### config.mk
export PLATFORM = sky130hd
export DESIGN_NAME = evt_tmr
export DESIGN_NICKNAME = d
export VERILOG_FILES = /design/src/rtl/evt_tmr_pkg.sv /design/src/rtl/evt_tmr_ctrl.sv /design/src/rtl/evt_tmr_shadow.sv /design/src/rtl/evt_tmr_count.sv /design/src/rtl/evt_tmr.sv
export SDC_FILE = /design/constraint.sdc
export NUM_CORES = 1
export LEC_CHECK = 0
export CORE_MARGIN = 2
export CORE_UTILIZATION = 30
export CTS_BUF_LIST = sky130_fd_sc_hd__clkbuf_4 sky130_fd_sc_hd__clkbuf_8
export DETAILED_ROUTE_END_ITERATION = 8
export DONT_BUFFER_PORTS = 1
export SYNTH_ARGS = -nofsm -noshare
export SYNTH_HDL_FRONTEND = slang
export SYNTH_SLANG_ARGS = --single-unit
### constraint.sdc
create_clock -name clk -period 2.3 [get_ports clk]
set_input_delay 0.345 -clock clk [delete_from_list [all_inputs] [get_ports clk]]
set_output_delay 0.345 -clock clk [all_outputs]
set_load 0.005 [all_outputs]
### src/rtl/evt_tmr_pkg.sv
package evt_tmr_pkg;

    localparam int BUS_W  = 32;
    localparam int ADDR_W = 8;

    localparam logic [ADDR_W-1:0] OFS_CTRL   = 8'h00;
    localparam logic [ADDR_W-1:0] OFS_IEN    = 8'h0C;
    localparam logic [ADDR_W-1:0] OFS_STAT   = 8'h10;
    localparam logic [ADDR_W-1:0] OFS_EVGEN  = 8'h14;
    localparam logic [ADDR_W-1:0] OFS_PSC    = 8'h28;
    localparam logic [ADDR_W-1:0] OFS_RELOAD = 8'h2C;

    localparam int CTL_RUN_BIT  = 0;
    localparam int CTL_ONCE_BIT = 3;
    localparam int CTL_BUF_BIT  = 7;

    typedef struct packed {
        logic buf_en;
        logic once;
        logic run;
    } ctl_t;

    typedef struct packed {
        logic ctl_wr;
        logic ien_wr;
        logic stat_wr;
        logic force_upd;
        logic psc_wr;
        logic rld_wr;
    } wr_dec_t;

    function automatic wr_dec_t decode_wr(input logic we,
                                          input logic [ADDR_W-1:0] a,
                                          input logic bit0);
        wr_dec_t d;
        d.ctl_wr    = we && (a == OFS_CTRL);
        d.ien_wr    = we && (a == OFS_IEN);
        d.stat_wr   = we && (a == OFS_STAT);
        d.force_upd = we && (a == OFS_EVGEN) && bit0;
        d.psc_wr    = we && (a == OFS_PSC);
        d.rld_wr    = we && (a == OFS_RELOAD);
        return d;
    endfunction

    function automatic logic [BUS_W-1:0] pack_ctl(input ctl_t c);
        logic [BUS_W-1:0] v;
        v = '0;
        v[CTL_RUN_BIT]  = c.run;
        v[CTL_ONCE_BIT] = c.once;
        v[CTL_BUF_BIT]  = c.buf_en;
        return v;
    endfunction

endpackage

### src/rtl/evt_tmr_ctrl.sv
module evt_tmr_ctrl
    import evt_tmr_pkg::*;
(
    input  logic             clk,
    input  logic             rst,
    input  wr_dec_t          dec,
    input  logic [BUS_W-1:0] wdata,
    input  logic             upd_evt,
    output ctl_t             ctl,
    output logic             ien,
    output logic             flag
);

    always_ff @(posedge clk) begin
        if (rst) begin
            ctl <= '0;
        end else if (dec.ctl_wr) begin
            ctl.run    <= wdata[CTL_RUN_BIT];
            ctl.once   <= wdata[CTL_ONCE_BIT];
            ctl.buf_en <= wdata[CTL_BUF_BIT];
        end else if (upd_evt && ctl.once) begin
            ctl.run <= 1'b0;
        end
    end

    always_ff @(posedge clk) begin
        if (rst) begin
            ien <= 1'b0;
        end else if (dec.ien_wr) begin
            ien <= wdata[0];
        end
    end

    always_ff @(posedge clk) begin
        if (rst) begin
            flag <= 1'b0;
        end else if (upd_evt) begin
            flag <= 1'b1;
        end else if (dec.stat_wr) begin
            flag <= flag & wdata[0];
        end
    end

    AST_ONEPULSE_STOP: assert property (@(posedge clk) disable iff (rst)
        (ctl.once && upd_evt && !dec.ctl_wr) |=> !ctl.run) else $error("one-pulse did not stop");

    AST_FLAG_SOURCE: assert property (@(posedge clk) disable iff (rst)
        $rose(flag) |-> $past(upd_evt)) else $error("flag set without update");

endmodule

### src/rtl/evt_tmr_shadow.sv
module evt_tmr_shadow
    import evt_tmr_pkg::*;
#(
    parameter int CNT_W = 16,
    parameter int PSC_W = 16
) (
    input  logic             clk,
    input  logic             rst,
    input  wr_dec_t          dec,
    input  logic [BUS_W-1:0] wdata,
    input  logic             buf_en,
    input  logic             upd_evt,
    output logic [PSC_W-1:0] psc_reg,
    output logic [PSC_W-1:0] psc_act,
    output logic [CNT_W-1:0] rld_reg,
    output logic [CNT_W-1:0] rld_act
);

    always_ff @(posedge clk) begin
        if (rst) begin
            psc_reg <= '0;
        end else if (dec.psc_wr) begin
            psc_reg <= wdata[PSC_W-1:0];
        end
    end

    always_ff @(posedge clk) begin
        if (rst) begin
            psc_act <= '0;
        end else if (upd_evt) begin
            psc_act <= psc_reg;
        end
    end

    always_ff @(posedge clk) begin
        if (rst) begin
            rld_reg <= '0;
        end else if (dec.rld_wr) begin
            rld_reg <= wdata[CNT_W-1:0];
        end
    end

    always_ff @(posedge clk) begin
        if (rst) begin
            rld_act <= '0;
        end else if (dec.rld_wr && !buf_en) begin
            rld_act <= wdata[CNT_W-1:0];
        end else if (upd_evt && buf_en) begin
            rld_act <= rld_reg;
        end
    end

    AST_RELOAD_BUFFERED: assert property (@(posedge clk) disable iff (rst)
        (buf_en && !upd_evt) |=> $stable(rld_act)) else $error("buffered reload leaked");

    AST_PSC_BUFFERED: assert property (@(posedge clk) disable iff (rst)
        !upd_evt |=> $stable(psc_act)) else $error("prescaler changed outside update");

endmodule

### src/rtl/evt_tmr_count.sv
module evt_tmr_count #(
    parameter int CNT_W = 16,
    parameter int PSC_W = 16
) (
    input  logic             clk,
    input  logic             rst,
    input  logic             run,
    input  logic             force_upd,
    input  logic [PSC_W-1:0] psc_act,
    input  logic [CNT_W-1:0] rld_act,
    output logic             ovf_evt
);

    logic [PSC_W-1:0] pcnt;
    logic [CNT_W-1:0] cnt;
    logic             pre_end;
    logic             at_top;

    assign pre_end = (pcnt == psc_act);
    assign at_top  = (cnt == rld_act);
    assign ovf_evt = run && pre_end && at_top;

    always_ff @(posedge clk) begin
        if (rst || force_upd) begin
            pcnt <= '0;
        end else if (run) begin
            pcnt <= pre_end ? '0 : pcnt + 1'b1;
        end
    end

    always_ff @(posedge clk) begin
        if (rst || force_upd) begin
            cnt <= '0;
        end else if (run && pre_end) begin
            cnt <= at_top ? '0 : cnt + 1'b1;
        end
    end

    AST_UPDATE_ZEROES: assert property (@(posedge clk) disable iff (rst)
        (ovf_evt || force_upd) |=> (cnt == '0)) else $error("counter not zero after update");

    AST_PRESC_HOLD: assert property (@(posedge clk) disable iff (rst)
        (run && !pre_end && !force_upd) |=> $stable(cnt)) else $error("counter moved mid-prescale");

endmodule

### src/rtl/evt_tmr.sv
module evt_tmr
    import evt_tmr_pkg::*;
#(
    parameter int CNT_W = 16,
    parameter int PSC_W = 16
) (
    input  logic              clk,
    input  logic              rst,
    input  logic [ADDR_W-1:0] bus_addr,
    input  logic              bus_we,
    input  logic [BUS_W-1:0]  bus_wdata,
    output logic [BUS_W-1:0]  bus_rdata,
    output logic              irq
);

    localparam int RLD_PAD = BUS_W - CNT_W;
    localparam int PSC_PAD = BUS_W - PSC_W;

    wr_dec_t          dec;
    ctl_t             ctl;
    logic             ien;
    logic             flag;
    logic             ovf_evt;
    logic             upd_evt;
    logic [PSC_W-1:0] psc_reg;
    logic [PSC_W-1:0] psc_act;
    logic [CNT_W-1:0] rld_reg;
    logic [CNT_W-1:0] rld_act;
    logic [BUS_W-1:0] rld_view;
    logic [BUS_W-1:0] psc_view;

    assign dec     = decode_wr(bus_we, bus_addr, bus_wdata[0]);
    assign upd_evt = ovf_evt || dec.force_upd;

    evt_tmr_ctrl u_ctrl (
        .clk     (clk),
        .rst     (rst),
        .dec     (dec),
        .wdata   (bus_wdata),
        .upd_evt (upd_evt),
        .ctl     (ctl),
        .ien     (ien),
        .flag    (flag)
    );

    evt_tmr_shadow #(.CNT_W(CNT_W), .PSC_W(PSC_W)) u_shadow (
        .clk     (clk),
        .rst     (rst),
        .dec     (dec),
        .wdata   (bus_wdata),
        .buf_en  (ctl.buf_en),
        .upd_evt (upd_evt),
        .psc_reg (psc_reg),
        .psc_act (psc_act),
        .rld_reg (rld_reg),
        .rld_act (rld_act)
    );

    evt_tmr_count #(.CNT_W(CNT_W), .PSC_W(PSC_W)) u_count (
        .clk       (clk),
        .rst       (rst),
        .run       (ctl.run),
        .force_upd (dec.force_upd),
        .psc_act   (psc_act),
        .rld_act   (rld_act),
        .ovf_evt   (ovf_evt)
    );

    generate
        if (RLD_PAD > 0) begin : g_rld_pad
            assign rld_view = {{RLD_PAD{1'b0}}, rld_reg};
        end else begin : g_rld_full
            assign rld_view = rld_reg;
        end
        if (PSC_PAD > 0) begin : g_psc_pad
            assign psc_view = {{PSC_PAD{1'b0}}, psc_reg};
        end else begin : g_psc_full
            assign psc_view = psc_reg;
        end
    endgenerate

    always_comb begin
        bus_rdata = '0;
        case (bus_addr)
            OFS_CTRL:   bus_rdata = pack_ctl(ctl);
            OFS_IEN:    bus_rdata[0] = ien;
            OFS_STAT:   bus_rdata[0] = flag;
            OFS_PSC:    bus_rdata = psc_view;
            OFS_RELOAD: bus_rdata = rld_view;
            default:    bus_rdata = '0;
        endcase
    end

    assign irq = flag & ien;

    AST_IRQ_NEEDS_EVENT: assert property (@(posedge clk) disable iff (rst)
        $rose(irq) |-> ($past(upd_evt) || $past(dec.ien_wr))) else $error("irq rose without cause");

endmodule

======== Word-level counts from Yosys, hierarchy flattened ========
Index checks and enable logic that the tools add are counted.
operators by class
  div/mod/pow operators ................... 0
  eq/ne operators ......................... 7
  multiplexer cells ....................... 10
  $lt $le $gt $ge ......................... 0
  multipliers ............................. 0
  shifts and indexed selects .............. 0
  bitwise operators ....................... 2
  reduce and logical (&&, ||, !) cells .... 19
  add/sub/neg operators ................... 2
operators by type and width
  operator                 count
  $mux W16                 4
  $pmux W15 S3             1
  $add A16 B1 Y16 const B  2
  $eq A16 B16 Y1           2
  $eq A8 B5 Y1 const B     2
  $eq A8 B6 Y1 const B     2
  $logic_and A1 B1 Y1      12
  $eq A8 B4 Y1 const B     1
  $logic_not A8 Y1         1
  $reduce_bool A2 Y1       3
  $pmux W1 S5              1
  $mux W1                  4
  $and A1 B1 Y1            2
  $logic_or A1 B1 Y1       2
  $logic_not A1 Y1         1
word-level totals
  output and inout port bits .............. 33
  bits in read-only memories .............. 0
  memories kept ........................... 0
  bits in writable memories ............... 0
  flip-flop bits (word level) ............. 101
  bits in latches ......................... 0
  word-level logic and storage cells ...... 51
  input bits .............................. 43

======== Longest topological paths before layout ========
  depth after elaboration ................. 7
  mapped depth ............................ 9
  gate-level depth less buffers ........... 6

======== Cells and area by module ========
From an unflattened synthesis, not the netlist that was laid out.
second synthesis, totals
  cells, all modules ...................... 564
  area total of the unflattened synthesis .. 5326.4 µm²
modules (own cells, without submodules)
  module          seq. area each (µm²)  cells an instance  times used  area each (µm²)
  evt_tmr_shadow  1281.2                243                1           2541.2
  evt_tmr_count   640.6                 240                1           2104.5
  evt_tmr         0.0                   63                 1           504.2
  evt_tmr_ctrl    100.1                 18                 1           176.4

======== Least setup slack after synthesis ========
No wires, ideal clock.
  kind .................................... reg2reg
  start point ............................. register u_count.cnt[2]
  end point ............................... register u_shadow.rld_act[2]
  required time ........................... 2.180 ns
  arrival time ............................ 1.897 ns
  setup time .............................. 0.120 ns
  setup slack ............................. 0.284 ns
  clock period less this slack ............ 2.016 ns
  stages on the path, launching flop included .. 9
  path buffers ............................ 2
  cell sequence ........................... dfxtp_1 -> buf_6 -> xor2_1 -> nor4_1 -> nand4_1 -> nor4_4 -> nor2_2 -> buf_4 -> o31a_1
between the ends
  cells in the longest elaborated chain, start to end .. 5
ends and longest elaborated chain
  item                          line                  text
  start, declared               evt_tmr_count.sv:15   logic [CNT_W-1:0] cnt;
  start signal, assigned        evt_tmr_count.sv:35   cnt <= at_top ? '0 : cnt + 1'b1;
  $eq A16 B16 Y1                evt_tmr_count.sv:20   assign at_top = (cnt == rld_act);
  $logic_and A1 B1 Y1           evt_tmr_count.sv:21   assign ovf_evt = run && pre_end && at_top;
  $logic_or A1 B1 Y1            evt_tmr.sv:33         assign upd_evt = ovf_evt || dec.force_upd;
  $logic_and A1 B1 Y1           evt_tmr_shadow.sv:48  end else if (upd_evt && buf_en) begin
  $reduce_bool A2 Y1 (no line)  n/a
  end signal, assigned          evt_tmr_shadow.sv:47  rld_act <= wdata[CNT_W-1:0];
  end signal, assigned          evt_tmr_shadow.sv:49  rld_act <= rld_reg;
  end, declared                 evt_tmr_shadow.sv:16  output logic [CNT_W-1:0] rld_act
Every way passes these cells.
A chain may end at the register's enable or synchronous reset.

======== Final worst setup path ========
  start point ............................. register u_shadow.rld_act[11]
  end point ............................... register u_shadow.rld_act[7]
between the ends
  cells in the longest elaborated chain, start to end .. 5
ends and longest elaborated chain
  item                          line
  $eq A16 B16 Y1                evt_tmr_count.sv:20
  $logic_and A1 B1 Y1           evt_tmr_count.sv:21
  $logic_or A1 B1 Y1            evt_tmr.sv:33
  $logic_and A1 B1 Y1           evt_tmr_shadow.sv:48
  $reduce_bool A2 Y1 (no line)  n/a
Every way passes these cells.

==> results list <==
* DIE WIDTH: 135 um
- Number of storage elements in the synthesis netlist: 101
- Worst-Margin Slew: 0.561 ns
* Routed via count: 4047
* Maxcap violations: 0
- Post-synth top area cell: dfxtp_1
- The clock reaches the later pin of the worst-skew pair after 0.38 ns.
- For this design the static power due to leakage is 2.30 nW.
- Drt initial violations: 226
- Residual DRC count: 0
* Period Utilization, post-route: 94.0%
* Peak VDD IR: 348 uV
- Sequential-to-total area share from yosys stat: 39.4%
- The repair_antennas step left the layout with diodes totalling 0.
- Relative to the synthesized area, the layout overhead comes to 10.6%.
- DP Cell Count: 805
* Final standard cell count with taps included and fillers excluded: 821
- Worst-case clock buffer depth: 2
* Net Switching: 739 uW
* Clock transition time at the flip-flop clock pins of the worst setup and hold paths: 0.10 ns
- Setup Buffers After CTS: 0
- Count of flip-flops with a built-in enable after synthesis: 0
- For this run, the post-layout net count is 641.
- After synthesis, the mean cell area works out to 8.73 sq um.
- Area fraction of the dominant cell type after synthesis: 39.4%
* Starting Density: 30.8%
* Final period demand of the worst path: 2.16 ns
- Timing would allow up to 463 MHz.
- Power spread over the standard cell area amounts to 545 nW/um^2.
- In this run the standard cell core region covers 16600 sq um.
- By startpoint and endpoint, the worst setup path is classified as reg -> reg.
- Counting flops with an async set or reset pin after synthesis yields a share of 0%.
* Dominant register cell in the synthesized netlist: dfxtp_1
- Largest net degree at the start of global routing: 89
- TritonCTS built the clock tree.
- Port bufs: 0
* Clock sinks: 101
* Detailed Place HPWL: 9150 um
- P_int: 2.36 mW
- Number of global-route vias before repair: 3817
- Endpoint class of the critical path: flop
- The worst setup path is launched from a flop.
* Die extent in y: 135 um
* Clock share of power: 38.7%
- Overall routing resource usage: 14.3%
- CTS placed an instance of clkbuf_8 at the clock tree root.
* Series of cell instances along the critical path: xor2_1 > nor4_1 > nand4_1 > buf_4 > o41a_1 > buf_12 > mux2i_1 > nor2_1
* Total Power: 3.09 mW
- Max-Slew Margin vs Limit: 62.3%
- IO Pins: 76
- Post-synthesis instance total: 588
* Data arrival time of the worst path: 2.45 ns
- Post-CTS Hold Fix Bufs: 0
- Adding up every negative setup slack in the final design gives 0 ns.
* Final count of pins violating max slew: 0
- In this run the register-to-register setup slack is 0.14 ns.
- Share of power burned in combinational logic: 4.3%
* Final core utilization: 34.1%
* H-tree levels: 3
- Post-DR vias/cell: 4.93
- The number of antenna violations at the first check in global routing was 0.
* Global placer's final weighted congestion: 0.799
* Number of buffers created by CTS: 9
- The mapped netlist covers 5130 sq um.
- STA puts the critical path data required time at 2.58 ns.
- Slowest Stage Delay on Critical Path: 0.45 ns
- Critical-path maximum fanout: 12
* RSZ-0062 raised after global routing: no
- Among all stages on the critical path, the largest delay is contributed by o41a_1.
- After filler insertion, the fill cell instance count of the layout stands at 1718.
- FP Rows: 47
- Routed Wire Length: 12700 um
- Worst hold-check path type: in -> reg
- Summed over all layers, the global routing overflow is 0.
- Drt pass-1 iters: 5
* Final-report setup violation count: 0
- WL/cell: 15.5 um
- During synthesis, Yosys emitted a total of 0 warnings.
- Top cells by area in the synthesized netlist: dfxtp_1 (39%), xor2_1 (7.2%), nand2_1 (6.1%), mux2i_1 (5.9%), a21oi_1 (5.4%)
- Between clock sinks in the finished design, the worst skew comes to 0.0174 ns.
- Sequential cells burn 56.9% of the power.
- DIE AREA: 18200 sq um
* Netlist cell types: 54
* Wire length of the first global-routing pass: 20400 um
- The run finished with clean final reports.
- Post-CTS repair changed the size of 0 cells.
* Antenna viol nets, final: 0
- The final number of hold-violating endpoints is 0.
* Least setup slack across all paths after layout: 0.138 ns
- Net switching is 23.9% of the power.
- Share of cells above drive strength 1: 11.8%
- OpenSTA, run right after detailed placement, puts the worst setup slack at 0.182 ns.
-- per-layer routing --
layer,vias to the layer above,track usage (%),share of wire [%]
met2,85,22.9,47
met5,-,0,0
met4,0,5.09,1.7
met3,13,3.04,4.4
met1,1906,19.1,47
li1,2043,-,-
-- power groups by stage --
stage	Combinational [mW]	Clock (mW)	Sequential, mW
floorplan	0.134	0	1.80
global placement	0.134	0	1.80
detailed placement	0.134	0	1.80
CTS	0.134	1.23	1.76
global route	0.147	1.29	1.76
finish	0.134	1.20	1.76
-- through the flow --
stage / hold WS (ns) / instance area (sq um)
detailed placement: 0.427 / 5460
floorplan: 0.440 / 5190
CTS: 0.0112 / 5670
global route: 0.0116 / 5680
finish: 0.0417 / 5680
global placement: 0.426 / 5460
-- worst max-delay path, delay by kind of cell, from the launching register on --
family / cells / cell delay [ns]
XOR/XNOR: 1 / 0.17
flip-flops: 1 / 0.37
AO/OA/AOI/OAI: 1 / 0.45
buffers and inverters: 2 / 0.36
multiplexers: 1 / 0.15
AND/OR/NAND/NOR: 3 / 0.56
-- Yosys cell counts (3+ instances only) --
| cell | instances |
|---|---|
| a22o_1 | 13 |
| buf_2 | 5 |
| mux2i_1 | 30 |
| buf_6 | 4 |
| nand4_1 | 12 |
| inv_1 | 5 |
| nand2_1 | 84 |
| clkbuf_1 | 21 |
| nor4_1 | 8 |
| o31a_1 | 4 |
| nor3_1 | 4 |
| o21ai_0 | 3 |
| and3_1 | 6 |
| or4_1 | 10 |
| a21oi_1 | 55 |
| nand2b_1 | 33 |
| o31ai_1 | 10 |
| xnor2_1 | 8 |
| nor2_1 | 39 |
| o41a_1 | 5 |
| mux2_2 | 12 |
| xor2_1 | 42 |
| nor3b_1 | 3 |
| nand3b_1 | 3 |
| buf_4 | 17 |
| nand3_1 | 19 |
| dfxtp_1 | 101 |
-- cells by family (layout without fill, tap and decap cells) --
logic type,count (synthesis),count (layout),synth area share (%)
buffers and inverters,54,52,5.90
other,1,16,0.0731
DFF,101,101,39.4
muxes,42,42,8.49
adders and majority gates,2,2,0.488
and+or+nand+nor,239,239,24.5
AOI/OAI and AO/OA,99,99,12.6
xor gates and xnor gates,50,50,8.53
-- layout by cell type, fill, tap and decap left out, drive strengths merged, types with 2 or more instances in the layout --
| cell type | netlist | layout |
|---|---|---|
| nor4b | 2 | 2 |
| mux2i | 30 | 30 |
| nor3b | 3 | 3 |
| nor3 | 4 | 4 |
| conb | 1 | 16 |
| clkinvlp | 0 | 2 |
| xnor2 | 8 | 8 |
| nand4 | 12 | 12 |
| nand3b | 3 | 3 |
| dfxtp | 101 | 101 |
| inv | 5 | 7 |
| o31a | 4 | 4 |
| xor2 | 42 | 42 |
| ha | 2 | 2 |
| and3 | 7 | 7 |
| a21oi | 55 | 55 |
| o31ai | 10 | 10 |
| clkbuf | 21 | 10 |
| and2 | 2 | 2 |
| o21ai | 4 | 4 |
| a22o | 13 | 13 |
| nand2b | 33 | 33 |
| or4 | 10 | 10 |
| o41a | 5 | 5 |
| buf | 27 | 30 |
| nand2 | 85 | 85 |
| nor2 | 40 | 40 |
| a222oi | 2 | 2 |
| clkinv | 1 | 2 |
| mux2 | 12 | 12 |
| nor4 | 12 | 12 |
| nand3 | 19 | 19 |
-- worst paths after layout --
kind | start | to | depth (start not counted)
setup / recovery | u_shadow.rld_act[11] | u_shadow.rld_act[7] | 8
hold reg to reg | u_shadow.rld_reg[7] | u_shadow.rld_reg[7] | 2
hold / removal | rst | u_ctrl.ien | 1
setup reg to reg | u_shadow.rld_act[11] | u_shadow.rld_act[7] | 8
-- area by class of cell --
type	count	area, sq um	area share (%)
Inverter	6	22.5	0.397
Clock buffer	10	138	2.43
Sequential cell	101	2020	35.6
Clock inverter	6	70.1	1.23
Tap cell	220	275	4.85
Timing Repair Buffer	30	275	4.85
Multi-Input combinational cell	448	2870	50.6
No activity file was read; power rests on OpenSTA's default activity.
